==> src/rtl/npc_pkg.sv <==
package npc_pkg;
  localparam int OP_W     = 6;
  localparam int FUNCT_W  = 6;
  localparam int RIDX_W   = 5;

  localparam logic [OP_W-1:0]    OP_SPECIAL = 6'h00;
  localparam logic [OP_W-1:0]    OP_SIGNZ   = 6'h01;
  localparam logic [OP_W-1:0]    OP_JMP     = 6'h02;
  localparam logic [OP_W-1:0]    OP_JLINK   = 6'h03;
  localparam logic [OP_W-1:0]    OP_BEQ     = 6'h04;
  localparam logic [OP_W-1:0]    OP_BNE     = 6'h05;
  localparam logic [OP_W-1:0]    OP_BLEZ    = 6'h06;
  localparam logic [OP_W-1:0]    OP_BGTZ    = 6'h07;
  localparam logic [FUNCT_W-1:0] FN_JREG    = 6'h08;

  typedef enum logic [3:0] {
    K_SEQ, K_JMP, K_JLINK, K_JREG,
    K_EQ, K_NE, K_LTZ, K_GEZ, K_LEZ, K_GTZ
  } flow_kind_e;
endpackage

==> src/rtl/npc_classify.sv <==
module npc_classify
  import npc_pkg::*;
(
  input  logic [OP_W-1:0]    op_i,
  input  logic [FUNCT_W-1:0] funct_i,
  input  logic [RIDX_W-1:0]  sub_i,
  output flow_kind_e         kind_o
);
  always_comb begin
    kind_o = K_SEQ;
    unique case (op_i)
      OP_SPECIAL: if (funct_i == FN_JREG) kind_o = K_JREG;
      OP_SIGNZ: begin
        if (sub_i == RIDX_W'(0))      kind_o = K_LTZ;
        else if (sub_i == RIDX_W'(1)) kind_o = K_GEZ;
      end
      OP_JMP:   kind_o = K_JMP;
      OP_JLINK: kind_o = K_JLINK;
      OP_BEQ:   kind_o = K_EQ;
      OP_BNE:   kind_o = K_NE;
      OP_BLEZ:  kind_o = K_LEZ;
      OP_BGTZ:  kind_o = K_GTZ;
      default:  kind_o = K_SEQ;
    endcase
  end
endmodule

==> src/rtl/npc_cond.sv <==
module npc_cond
  import npc_pkg::*;
#(
  parameter int XLEN = 32
) (
  input  flow_kind_e      kind_i,
  input  logic [XLEN-1:0] a_i,
  input  logic [XLEN-1:0] b_i,
  output logic            taken_o
);
  logic neg, zero, same;
  assign neg  = a_i[XLEN-1];
  assign zero = (a_i == '0);
  assign same = (a_i == b_i);

  always_comb begin
    unique case (kind_i)
      K_EQ:    taken_o = same;
      K_NE:    taken_o = !same;
      K_LTZ:   taken_o = neg;
      K_GEZ:   taken_o = !neg;
      K_LEZ:   taken_o = neg || zero;
      K_GTZ:   taken_o = !neg && !zero;
      default: taken_o = 1'b0;
    endcase
  end
endmodule

==> src/rtl/npc_targets.sv <==
module npc_targets #(
  parameter int XLEN        = 32,
  parameter int INSTR_BYTES = 4,
  parameter int IMM_W       = 16,
  parameter int TGT_W       = 26
) (
  input  logic [XLEN-1:0]  pc_i,
  input  logic [TGT_W-1:0] tgt_i,
  output logic [XLEN-1:0]  seq_o,
  output logic [XLEN-1:0]  link_o,
  output logic [XLEN-1:0]  region_o,
  output logic [XLEN-1:0]  rel_o
);
  localparam int ALIGN    = $clog2(INSTR_BYTES);
  localparam int REGION_W = XLEN - TGT_W - ALIGN;
  localparam int SEXT_W   = XLEN - IMM_W - ALIGN;

  logic [IMM_W-1:0] imm;
  logic [XLEN-1:0]  offset;

  assign imm    = tgt_i[IMM_W-1:0];
  assign seq_o  = pc_i + XLEN'(INSTR_BYTES);
  assign link_o = pc_i + XLEN'(2 * INSTR_BYTES);
  assign offset = {{SEXT_W{imm[IMM_W-1]}}, imm, {ALIGN{1'b0}}};
  assign rel_o  = seq_o + offset;
  assign region_o = {seq_o[XLEN-1 -: REGION_W], tgt_i, {ALIGN{1'b0}}};
endmodule

==> src/rtl/npc_unit.sv <==
module npc_unit
  import npc_pkg::*;
#(
  parameter int              XLEN        = 32,
  parameter int              INSTR_BYTES = 4,
  parameter int              IMM_W       = 16,
  parameter int              TGT_W       = 26,
  parameter int              LINK_REG    = 31,
  parameter logic [XLEN-1:0] RESET_PC    = '0
) (
  input  logic              clk_i,
  input  logic              rst_i,
  input  logic [XLEN-1:0]   pc_i,
  input  logic [XLEN-1:0]   instr_i,
  input  logic [XLEN-1:0]   rs_val_i,
  input  logic [XLEN-1:0]   rt_val_i,
  output logic [XLEN-1:0]   next_pc_o,
  output logic              link_we_o,
  output logic [RIDX_W-1:0] link_idx_o,
  output logic [XLEN-1:0]   link_val_o
);
  localparam int OP_LSB  = XLEN - OP_W;
  localparam int SUB_LSB = TGT_W - 2 * RIDX_W;

  flow_kind_e      kind;
  logic            taken;
  logic [XLEN-1:0] seq_pc, link_pc, region_pc, rel_pc;
  logic [XLEN-1:0] npc_d;

  npc_classify u_cls (
    .op_i    (instr_i[XLEN-1 -: OP_W]),
    .funct_i (instr_i[FUNCT_W-1:0]),
    .sub_i   (instr_i[SUB_LSB +: RIDX_W]),
    .kind_o  (kind)
  );

  npc_cond #(.XLEN(XLEN)) u_cond (
    .kind_i  (kind),
    .a_i     (rs_val_i),
    .b_i     (rt_val_i),
    .taken_o (taken)
  );

  npc_targets #(
    .XLEN(XLEN), .INSTR_BYTES(INSTR_BYTES), .IMM_W(IMM_W), .TGT_W(TGT_W)
  ) u_tgt (
    .pc_i     (pc_i),
    .tgt_i    (instr_i[TGT_W-1:0]),
    .seq_o    (seq_pc),
    .link_o   (link_pc),
    .region_o (region_pc),
    .rel_o    (rel_pc)
  );

  always_comb begin
    unique case (kind)
      K_JMP, K_JLINK: npc_d = region_pc;
      K_JREG:         npc_d = rs_val_i;
      K_SEQ:          npc_d = seq_pc;
      default:        npc_d = taken ? rel_pc : seq_pc;
    endcase
  end

  always_ff @(posedge clk_i) begin
    if (rst_i) begin
      next_pc_o  <= RESET_PC;
      link_we_o  <= 1'b0;
      link_val_o <= '0;
    end else begin
      next_pc_o  <= npc_d;
      link_we_o  <= (kind == K_JLINK);
      link_val_o <= (kind == K_JLINK) ? link_pc : '0;
    end
  end

  assign link_idx_o = RIDX_W'(LINK_REG);
endmodule

==> config.mk <==
export PLATFORM = sky130hd
export DESIGN_NAME = npc_unit
export DESIGN_NICKNAME = d
export VERILOG_FILES = /design/src/rtl/npc_pkg.sv /design/src/rtl/npc_classify.sv /design/src/rtl/npc_cond.sv /design/src/rtl/npc_targets.sv /design/src/rtl/npc_unit.sv
export SDC_FILE = /design/constraint.sdc
export NUM_CORES = 1
export LEC_CHECK = 0
export BUFFER_PORTS_ARGS = -buffer_cell sky130_fd_sc_hd__buf_4
export CAP_MARGIN = 15
export CORE_MARGIN = 2
export CORE_UTILIZATION = 50
export CTS_BUF_LIST = sky130_fd_sc_hd__clkbuf_4 sky130_fd_sc_hd__clkbuf_8 sky130_fd_sc_hd__clkbuf_16
export CTS_CLUSTER_SIZE = 40
export DETAILED_ROUTE_END_ITERATION = 16
export PLACE_DENSITY = 0.81
export SYNTH_ARGS = -nofsm -noshare
export SYNTH_HDL_FRONTEND = slang
export SYNTH_SLANG_ARGS = --single-unit
==> constraint.sdc <==
create_clock -name clk_i -period 6.4 [get_ports clk_i]
set_clock_uncertainty 0.2 [all_clocks]
set_input_delay 1.28 -clock clk_i [delete_from_list [all_inputs] [get_ports clk_i]]
set_output_delay 1.28 -clock clk_i [all_outputs]
set_load 0.03 [all_outputs]
# == Word level (Yosys, flattened, before mapping) ==
# Cells that the tools add are included.
# word_totals
reg_bits,65
input_bits,130
out_inout_bits,70
# op_classes
addsub,3
n_eq_ne,19
mux,7
bitwise_logic,1
n_reduce_logical,11
# ops
cell,n
$pmux 32 s3,1
$add 32x3->32 const B,1
$add 32x32->32,1
$add 32x4->32 const B,1
$eq 32x32->1,1
$logic_not 32->1,1
$mux 32,1
$pmux 4 s8,1
$eq 6x3->1 const B,4
$eq 4x3->1 const B,4
$eq 6x2->1 const B,2
$eq 4x2->1 const B,2
$eq 4x4->1 const B,2
$eq 6x1->1 const B,1
$eq 6x4->1 const B,1
$logic_not 6->1,1
$pmux 1 s6,1
$eq 5x1->1 const B,1
$logic_not 5->1,1
$eq 4x1->1 const B,1
$logic_not 4->1,1
$mux 4,1
$reduce_or 2->1,2
$logic_not 1->1,3
5 further kinds,5

# == Logic depth before layout (Yosys ltp) ==
# Gate-level depths: netlist of the first run.
# depth
ltp_word,8
mapped_depth,17
depth_no_buf,16

# == By module ==
# A second synthesis of the first run with hierarchy kept.
# hier_totals
hier_cells,764
area_unflattened_um2,6442.4
# by_module_without_submodules
mod,instances,cells_per_inst,area_per_inst_um2,seq_area_each_um2
npc_unit,1,268,2957.8,1301.2
npc_targets,1,409,2837.7,0.0
npc_cond,1,66,500.5,0.0
npc_classify,1,21,146.4,0.0

# == Worst setup path before layout of the first run ==
# No wires, ideal clock.
# synth_timing
path_kind,input to register
from,input pc_i[12]
to,register next_pc_o[30]
setup_ps,74
arrival_time_ps,4709
required_ps,6126
slack_ps,1416
stages,17
cell_sequence,clkbuf_1 > nand2_1 > or4_1 > nor2_1 > nand4_1 > xor2_1 > inv_1 > ha_1 > clkbuf_1 > and3_1 > and2_1 > a2111oi_0 > nor3_1 > o41ai_1 > xnor2_1 > nand2_1 > a31oi_1
# synth_between
elab_chain_cells,4
# synth_rtl
item,line_no,rtl
start: declaration,npc_unit.sv:13,"input logic [XLEN-1:0] pc_i,"
$add 32x3->32 *,npc_targets.sv:22,assign seq_o = pc_i + XLEN'(INSTR_BYTES);
$add 32x32->32,npc_targets.sv:25,assign rel_o = seq_o + offset;
$mux 32,npc_unit.sv:60,default: npc_d = taken ? rel_pc : seq_pc;
$pmux 32 s3 *,npc_unit.sv:56,unique case (kind)
end signal: assignment,npc_unit.sv:70,next_pc_o <= npc_d;
end: declaration,npc_unit.sv:17,"output logic [XLEN-1:0] next_pc_o,"
# Every way passes the cells marked *; elsewhere a longest branch is shown, timed or not.
# A chain may end at the register's enable or synchronous reset.

# == Final worst setup path of the first run ==
# layout_timing
from,input pc_i[15]
to,register next_pc_o[30]
# Same word-level chain as after synthesis.

==> flow_metrics.env, run 1 <==
export IMPL_placed_area_sq_um=7270
export IMPL_final_area_sq_um=7580
export IMPL_die_x_microns=112
export IMPL_root_buffer="clkbuf_16"
export IMPL_critPathArrivalTime_ps=5350
export IMPL_cts_tree="yes"
export IMPL_worst_pin_slew_ps=1010
export IMPL_slowest_stage="or4_1"
export IMPL_firstDrtPassIters=8
export IMPL_cts_buffers=9
export IMPL_synth_xor_area_share_pct=17.0
export IMPL_cp_required_ps=6460
export IMPL_power_total_mw=1.40
export IMPL_htreeDepth=3
export IMPL_setup_viol=0
export IMPL_crit_top_cell="nand4_1"
export IMPL_fin_crit_ps=5300
export IMPL_wl_met3_mm=2.04
export IMPL_crit_path_start_kind="primary input"
export IMPL_drt_iter0_drc=827
export IMPL_synth_area_leaders="dfxtp_1, xor2_1, xnor2_1, ha_1, nor2_1"
export IMPL_yosysTopAreaCell="dfxtp_1"
export IMPL_die_height_microns=112
export IMPL_path_cells="buf_4 -> nand4_1 -> or4_1 -> nor2_1 -> nand4_1 -> xor2_1 -> inv_1 -> ha_1 -> nand4_1 -> nor3_1 -> nand2_1 -> o311ai_0 -> o41ai_1 -> xnor2_1 -> nand2_1 -> a31oi_1"
export IMPL_top_layer="met4"
export IMPL_synth_async_reset_ratio_pct=0
export IMPL_cts_setup_buffers=0
export IMPL_pre_cts_slack_ps=1020
export IMPL_route_detailed_drc=0
export IMPL_synth_cell_types=75
export IMPL_antenna_found_initial=0
export IMPL_drv_slew=0
export IMPL_post_synth_cell_area_avg_sq_um=7.65
export IMPL_yosys_warnings=0
export IMPL_worstSetupPathType="in2reg"
export IMPL_synth_top_family_by_area="simple AND/OR/NAND/NOR gates"
export IMPL_instances_no_fill=1074
export IMPL_wirelength_mm=21.4
export IMPL_synth_simple_area_share_pct=24.1
export IMPL_grt_max_degree=37
export IMPL_route_met2_wl_mm=9.67
export IMPL_diodes=0
export IMPL_grt_pass1_vias=6241
export IMPL_critPathCaptureType="register"
export IMPL_worst_slack_ps=1100
export IMPL_initial_utilization_pct=50.9
export IMPL_vias=6612
export IMPL_routabilityCongestion=0.987
export IMPL_hold_buffers=0
export IMPL_drive_gt1_share_pct=25.7
export IMPL_nets=1091
export IMPL_synth_top_area_share_pct=22.5
export IMPL_synth_seq_cells=65
export IMPL_place_inst=1058
export IMPL_row_count=39
export IMPL_cts_max_path_buffers=2
export IMPL_irDropWorstVdd_v=0.000135
export IMPL_grt_setup_unrepaired="false"
export IMPL_status="finished, final reports clean"
export IMPL_critPathMaxStageDelay_ps=630
export IMPL_post_cts_resized=0
export IMPL_final_cell_mix="buf_4, nor2_1, dfxtp_1"
export IMPL_netlist_instances=756
export IMPL_ant_nets=0
export IMPL_port_buffers=194
export IMPL_fin_tns_setup_ps=0
export IMPL_overflow=0
export IMPL_avgViaCountPerCell=6.16
export IMPL_slew_headroom_pct=32.7
export IMPL_synth_area_sq_um=5780
export IMPL_hp_class="in2reg"
export IMPL_leakage_nw=3.25
export IMPL_io_pin_count=200
export IMPL_dp_hpwl_mm=16.5
export IMPL_wire_per_inst_microns=19.9
export IMPL_synth_compound_area_share_pct=23.4
export IMPL_hold_viol=0
export IMPL_die_area_sq_um=12400
export IMPL_synth_flop_cell="dfxtp_1"
export IMPL_finalCritPeriodShare_pct=82.8
export IMPL_grt_first_pass_wirelength_mm=33.5
export IMPL_grt_use_total_pct=33.5
export IMPL_ys_seq_area_share_pct=22.5
export IMPL_synth_fa_ha_area_share_pct=7.70
export IMPL_wl_met1_mm=8.63
export IMPL_synth_enable_flop_cells=0
export IMPL_drv_cap=0
export IMPL_numClockSinks=65
export IMPL_fmax_ghz=0.189
export IMPL_worstPathMaxFanout=7
export IMPL_core_sq_um=11400
export IMPL_power_density_nw_per_um2=185
export IMPL_synthMuxAreaShare_pct=0.195
export IMPL_area_growth_pct=31.0
export IMPL_cts_clk_slew_worst_paths_ps=60
export IMPL_layout_commonest_cell="buf_4"
per-stage QoR:
step | hold slack, ps | util [%]
after global routing | 948 | 66.6
after detailed placement | 1280 | 64.0
final | 942 | 66.6
after CTS | 938 | 66.6
after floorplan | 1150 | -
after global placement | 1280 | 64.0
power by group:
group	internal, mW	total [mW]	switching [mW]
clock network	0.305	0.521	0.215
registers	0.421	0.427	0.00570
logic	0.191	0.456	0.265
total	0.918	1.40	0.486
cell families (layout without fill, tap and decap cells):
logic type               Yosys count  after routing
adder cells (fa/ha/maj)           35             35
AND/OR/NAND/NOR                  284            284
multiplexers                       1              1
XOR/XNOR                         112            112
buffers and inverters             69            240
AO/OA/AOI/OAI                    189            189
other                              1              5
flip-flops                        65             65
per-layer routing:
layer	up-vias	global-route usage, %
met2	418	53.1
met5	-	0
met4	0	16.7
li1	3089	-
met3	76	6.97
met1	3029	43.5
flip-flops by register name (all words and copies together), names as in the netlist:
name and flops:
link_val_o 32, link_we_o 1, next_pc_o 32
cell usage after synthesis (all sizes together) (2+ instances only):
| cell type | n |
|---|---|
| a2111oi | 4 |
| a211o | 3 |
| a211oi | 3 |
| a21o | 9 |
| a21oi | 52 |
| a221o | 11 |
| a221oi | 10 |
| a222oi | 4 |
| a22oi | 12 |
| a311oi | 5 |
| a31oi | 9 |
| a32o | 2 |
| and2 | 12 |
| and3 | 10 |
| buf | 13 |
| clkbuf | 31 |
| dfxtp | 65 |
| ha | 34 |
| inv | 25 |
| nand2 | 65 |
| nand2b | 2 |
| nand3 | 27 |
| nand4 | 17 |
| nand4b | 2 |
| nor2 | 91 |
| nor3 | 18 |
| nor4 | 20 |
| o211ai | 2 |
| o21a | 3 |
| o21ai | 22 |
| o21bai | 4 |
| o221a | 2 |
| o22ai | 12 |
| o31ai | 6 |
| o32ai | 2 |
| o41ai | 3 |
| or2 | 4 |
| or3 | 8 |
| or4 | 3 |
| xnor2 | 51 |
| xor2 | 61 |
critical path: cells and delay by family:
kind	cells	cell delay (ps)
and+or+nand+nor	8	2090
AOI/OAI and AO/OA	3	870
xor gates and xnor gates	2	450
adders and majority gates	1	430
buffers and inverters	2	230
area by class of cell:
class	count	area, sq um
inverter	25	93.8
multi-input combinational	626	4210
clock buffer	9	225
timing repair buffer	199	1490
fill	1038	3790
clock inverter	7	77.6
tap	143	179
sequential	65	1300
final timing paths:
| path | start | end | slack, ps | cells after the start |
|---|---|---|---|---|
| max | pc_i[15] | next_pc_o[30] | 1100 | 16 |
| min | pc_i[3] | link_val_o[3] | 940 | 2 |
(Power assumes the default switching activity.)
==> inputs of run 2 (changes only) <==
clock period = 5.5 ns   (was 6.4 ns; I/O delays follow)
==> run 2 against run 1 <==
Design area up 0.79%. Combinational power rose by 18%. Clock power increased by 15%. Critical endpoint unchanged. Total power is 16% higher. Count of clock-buffer cells in the layout is the same. Wire length up 2.0%. Utilization increased by 0.53 points. Largest power group unchanged. Global-route usage increased by 0.19 points. Worst hold slack lost 190 ps. First-iteration DRC count fell by 11%. Die area is the same. Final cell count up 0.74%.
==> flow_metrics.env, run 2 (synthesis results as in run 1) <==
export IMPL_row_count=39
export IMPL_critPathCaptureType="register"
export IMPL_status="finished, final reports clean"
export IMPL_power_density_nw_per_um2=214
export IMPL_avgViaCountPerCell=6.17
export IMPL_cts_setup_buffers=0
export IMPL_grt_pass1_vias=6210
export IMPL_firstDrtPassIters=6
export IMPL_grt_setup_unrepaired="false"
export IMPL_hold_buffers=0
export IMPL_core_sq_um=11400
export IMPL_route_detailed_drc=0
export IMPL_die_x_microns=112
export IMPL_wire_per_inst_microns=20.2
export IMPL_routabilityCongestion=1.00
export IMPL_final_cell_mix="buf_4, nor2_1, dfxtp_1"
export IMPL_holdPathStages=2
export IMPL_layout_commonest_cell="buf_4"
export IMPL_crit_end="next_pc_o[30]"
export IMPL_vias=6677
export IMPL_critPathArrivalTime_ps=5100
export IMPL_antenna_found_initial=0
export IMPL_hp_class="in2reg"
export IMPL_grt_use_total_pct=33.7
export IMPL_fin_crit_ps=5040
export IMPL_cts_buffers=9
export IMPL_overflow=0
export IMPL_initial_utilization_pct=50.9
export IMPL_cp_required_ps=5550
export IMPL_worst_pin_slew_ps=896
export IMPL_slowest_stage="or4_1"
export IMPL_cts_tree="yes"
export IMPL_slew_headroom_pct=40.3
export IMPL_fin_tns_setup_ps=0
export IMPL_ant_nets=0
export IMPL_diodes=0
export IMPL_drv_cap=0
export IMPL_post_cts_resized=0
export IMPL_fmax_ghz=0.198
export IMPL_hold_viol=0
export IMPL_irDropWorstVdd_v=0.000160
export IMPL_root_buffer="clkbuf_16"
export IMPL_crit_top_cell="nand4_1"
export IMPL_drt_iter0_drc=734
export IMPL_startpoint="pc_i[15]"
export IMPL_worstSetupPathType="in2reg"
export IMPL_cts_clk_slew_worst_paths_ps=60
export IMPL_htreeDepth=3
export IMPL_path_cells="buf_4 -> nand4_1 -> or4_1 -> nor2_1 -> nand4_1 -> xor2_1 -> inv_1 -> ha_1 -> and3_1 -> and2_1 -> a2111oi_0 -> nor3_1 -> o41ai_1 -> xnor2_1 -> nand2_1 -> a31oi_1"
export IMPL_port_buffers=194
export IMPL_setup_viol=0
export IMPL_worstPathMaxFanout=7
export IMPL_dp_hpwl_mm=17.0
export IMPL_drive_gt1_share_pct=26.3
export IMPL_critPathMaxStageDelay_ps=650
export IMPL_hold_ws_ps=752
export IMPL_cts_max_path_buffers=2
export IMPL_die_height_microns=112
export IMPL_grt_first_pass_wirelength_mm=33.5
export IMPL_nets=1099
export IMPL_area_growth_pct=32.1
export IMPL_drv_slew=0
export IMPL_finalCritPeriodShare_pct=91.7
export IMPL_crit_path_start_kind="primary input"
export IMPL_numClockSinks=65
export IMPL_leakage_nw=3.29
export IMPL_wirelength_mm=21.8
export IMPL_io_pin_count=200
export IMPL_die_area_sq_um=12400
export IMPL_top_regs="link_val_o x32, next_pc_o x32, link_we_o x1"
export IMPL_grt_max_degree=37
-- run 2: cell type report --
class | instances | area [sq um]
multi-input combinational | 626 | 4210
sequential | 65 | 1300
timing repair buffer | 207 | 1550
fill | 983 | 3730
inverter | 25 | 93.8
clock buffer | 9 | 225
tap | 143 | 179
clock inverter | 7 | 77.6
-- run 2: worst min-delay path by stage --
| stage | to | startpoint | slack [ps] |
|---|---|---|---|
| final | link_val_o[3] | pc_i[3] | 750 |
| after global routing | link_val_o[3] | pc_i[3] | 760 |
| after CTS | link_val_o[3] | pc_i[3] | 750 |
| after detailed placement | link_val_o[3] | pc_i[3] | 1100 |
| after global placement | link_val_o[3] | pc_i[3] | 1100 |
| after floorplan | link_val_o[3] | pc_i[3] | 970 |
-- run 2: power by group --
| group | total [mW] | leakage [nW] | switching [mW] | internal, mW |
|---|---|---|---|---|
| combinational | 0.538 | 2.61 | 0.312 | 0.226 |
| clock | 0.599 | 0.146 | 0.244 | 0.355 |
| sequential | 0.496 | 0.532 | 0.00626 | 0.490 |
| total | 1.63 | 3.29 | 0.562 | 1.07 |
-- run 2: through the flow --
stage / instances / cell area, sq um / total power, mW / worst slack (ps) / utilization [%]
after floorplan: 760 / 5800 / 0.821 / 696 / -
after global routing: 1082 / 7640 / 1.69 / 248 / 67.2
after CTS: 1082 / 7640 / 1.62 / 586 / 67.2
final: 1082 / 7640 / 1.63 / 455 / 67.2
after detailed placement: 1066 / 7330 / 1.03 / 285 / 64.5
after global placement: 1066 / 7330 / 1.03 / 290 / 64.5
-- run 2: per-layer routing --
metal  up-vias  share of wire [%]  routed length (microns)  GRT usage, %
met5         -                  0                        0             0
met4         0                3.9                      855          14.5
li1       3107                  -                        -             -
met3        69                8.7                     1890          5.33
met2       394                 47                    10200          55.3
met1      3107                 41                     8910          44.1
-- run 2: critical path, delay by kind of cell --
kind / cells / cell delay [ps]
and+or+nand+nor: 8 / 1860
adders and majority gates: 1 / 390
AOI/OAI and AO/OA: 3 / 1110
buffers and inverters: 2 / 220
xor gates and xnor gates: 2 / 410
==> inputs of run 3 (changes only) <==
CTS_BUF_LIST = sky130_fd_sc_hd__clkbuf_2 sky130_fd_sc_hd__clkbuf_4 sky130_fd_sc_hd__clkbuf_8   (was sky130_fd_sc_hd__clkbuf_4 sky130_fd_sc_hd__clkbuf_8 sky130_fd_sc_hd__clkbuf_16)
==> run 3 against run 2 <==
Setup slack better by 64 ps. Sequential cell count unchanged. Final cell count unchanged. Maximum frequency increased by 1.3%. Utilization fell by 0.89 points. Sequential power barely moved. Sequential share of layout area increased by 0.23 points. Critical path type unchanged. Critical endpoint unchanged. Largest cell class unchanged. Largest power group is now combinational cells. Highest routed layer unchanged.
==> flow_metrics.env, run 3 (synthesis results as in run 1) <==
export IMPL_die_height_microns=112
export IMPL_firstDrtPassIters=5
export IMPL_p_seq_share_pct=33.7
export IMPL_final_area_sq_um=7530
export IMPL_finalCritPeriodShare_pct=90.6
export IMPL_hp_start="pc_i[3]"
export IMPL_hold_ws_ps=731
export IMPL_drv_slew=0
export IMPL_ant_nets=0
export IMPL_io_pin_count=200
export IMPL_place_inst=1066
export IMPL_hold_buffers=0
export IMPL_hp_class="in2reg"
export IMPL_die_x_microns=112
export IMPL_dp_hpwl_mm=17.0
export IMPL_numClockSinks=65
export IMPL_power_switching_uw=542
export IMPL_antenna_found_initial=0
export IMPL_cts_buffers=9
export IMPL_placed_area_sq_um=7330
export IMPL_die_area_sq_um=12400
export IMPL_drive_gt1_share_pct=26.3
export IMPL_worst_slack_ps=520
export IMPL_power_density_nw_per_um2=195
export IMPL_overflow=0
export IMPL_power_total_mw=1.47
export IMPL_grt_pass1_vias=6164
export IMPL_initial_utilization_pct=50.9
export IMPL_grt_use_total_pct=33.4
export IMPL_top_regs="link_val_o x32, next_pc_o x32, link_we_o x1"
export IMPL_final_cell_mix="buf_4, nor2_1, dfxtp_1"
export IMPL_fmax_ghz=0.201
export IMPL_wirelength_mm=21.6
export IMPL_grt_use_met3_pct=5.33
export IMPL_crit_path_start_kind="primary input"
export IMPL_leakage_nw=3.24
export IMPL_holdPathStages=2
export IMPL_status="finished, final reports clean"
export IMPL_final_util_pct=66.3
export IMPL_worst_pin_slew_ps=881
export IMPL_grt_busiest_layer="met2"
export IMPL_cts_clk_slew_worst_paths_ps=80
export IMPL_pre_cts_slack_ps=285
export IMPL_critPathArrivalTime_ps=5050
export IMPL_cts_max_path_buffers=2
export IMPL_worstSetupPathType="in2reg"
export IMPL_layout_commonest_cell="buf_4"
export IMPL_wire_per_inst_microns=19.9
export IMPL_critPathCaptureType="register"
export IMPL_hold_viol=0
export IMPL_row_count=39
export IMPL_grt_setup_unrepaired="false"
export IMPL_area_growth_pct=30.3
export IMPL_grt_first_pass_wirelength_mm=33.2
export IMPL_htreeDepth=3
export IMPL_post_cts_resized=0
export IMPL_clkPwrFrac_pct=29.8
export IMPL_irDropWorstVdd_v=0.000123
export IMPL_grt_use_met2_pct=54.8
export IMPL_nets=1099
export IMPL_worstPathMaxFanout=7
export IMPL_core_sq_um=11400
export IMPL_setup_viol=0
export IMPL_p_comb_share_pct=36.5
export IMPL_met1_usage_pct=43.6
export IMPL_power_share_switching_pct=36.8
export IMPL_route_detailed_drc=0
export IMPL_cts_setup_buffers=0
export IMPL_vias=6639
export IMPL_cp_required_ps=5570
export IMPL_min_to="link_val_o[3]"
export IMPL_drt_iter0_drc=794
export IMPL_grt_max_degree=37
export IMPL_avgViaCountPerCell=6.14
export IMPL_p_int_uw=928
export IMPL_fin_tns_setup_ps=0
export IMPL_port_buffers=194
export IMPL_slew_headroom_pct=41.2
export IMPL_diodes=0
export IMPL_fin_crit_ps=4980
export IMPL_cts_tree="yes"
export IMPL_root_buffer="clkbuf_8"
export IMPL_instances_no_fill=1082
export IMPL_drv_cap=0
export IMPL_routabilityCongestion=1.00
==> run 3: how the worst max path moves through the flow <==
stage / slack (ps) / cells past startpoint / from / to
detailed placement: 290 / 16 / pc_i[14] / next_pc_o[30]
floorplan: 700 / 17 / pc_i[12] / next_pc_o[30]
CTS: 610 / 16 / pc_i[14] / next_pc_o[30]
global route: 280 / 16 / pc_i[14] / next_pc_o[28]
finish: 520 / 16 / pc_i[15] / next_pc_o[30]
global placement: 290 / 16 / pc_i[14] / next_pc_o[30]
==> run 3: routing by layer <==
metal | vias up | wire length (microns)
li1 | 3106 | -
met5 | - | 0
met3 | 75 | 1850
met4 | 0 | 948
met1 | 3076 | 8820
met2 | 382 | 9960
==> run 3: power groups by stage <==
stage / Sequential (mW) / Combinational (mW) / Clock (mW)
6_report: 0.496 / 0.536 / 0.438
5_1_grt: 0.497 / 0.573 / 0.457
4_1_cts: 0.496 / 0.525 / 0.435
3_5_place_dp: 0.507 / 0.523 / 0
3_3_place_gp: 0.507 / 0.520 / 0
2_1_floorplan: 0.545 / 0.276 / 0
==> run 3: cell type report <==
type                    count  area, sq um
clock buffers               9          124
well taps                 143          179
repair buffers            207         1550
multi-input cells         626         4210
fillers                  1011         3830
inverters                  25         93.8
clock inverters             7         77.6
flip-flops and latches     65         1300
==> run 3: worst max-delay path: stages <==
cell       delay, ps
buf_4            120
nand4_1          240
or4_1            640
nor2_1           200
nand4_1          130
xor2_1           240
inv_1            100
ha_1             390
and3_1           230
and2_1           170
a2111oi_0        460
nor3_1           150
o41ai_1          450
xnor2_1          180
nand2_1           70
a31oi_1          170
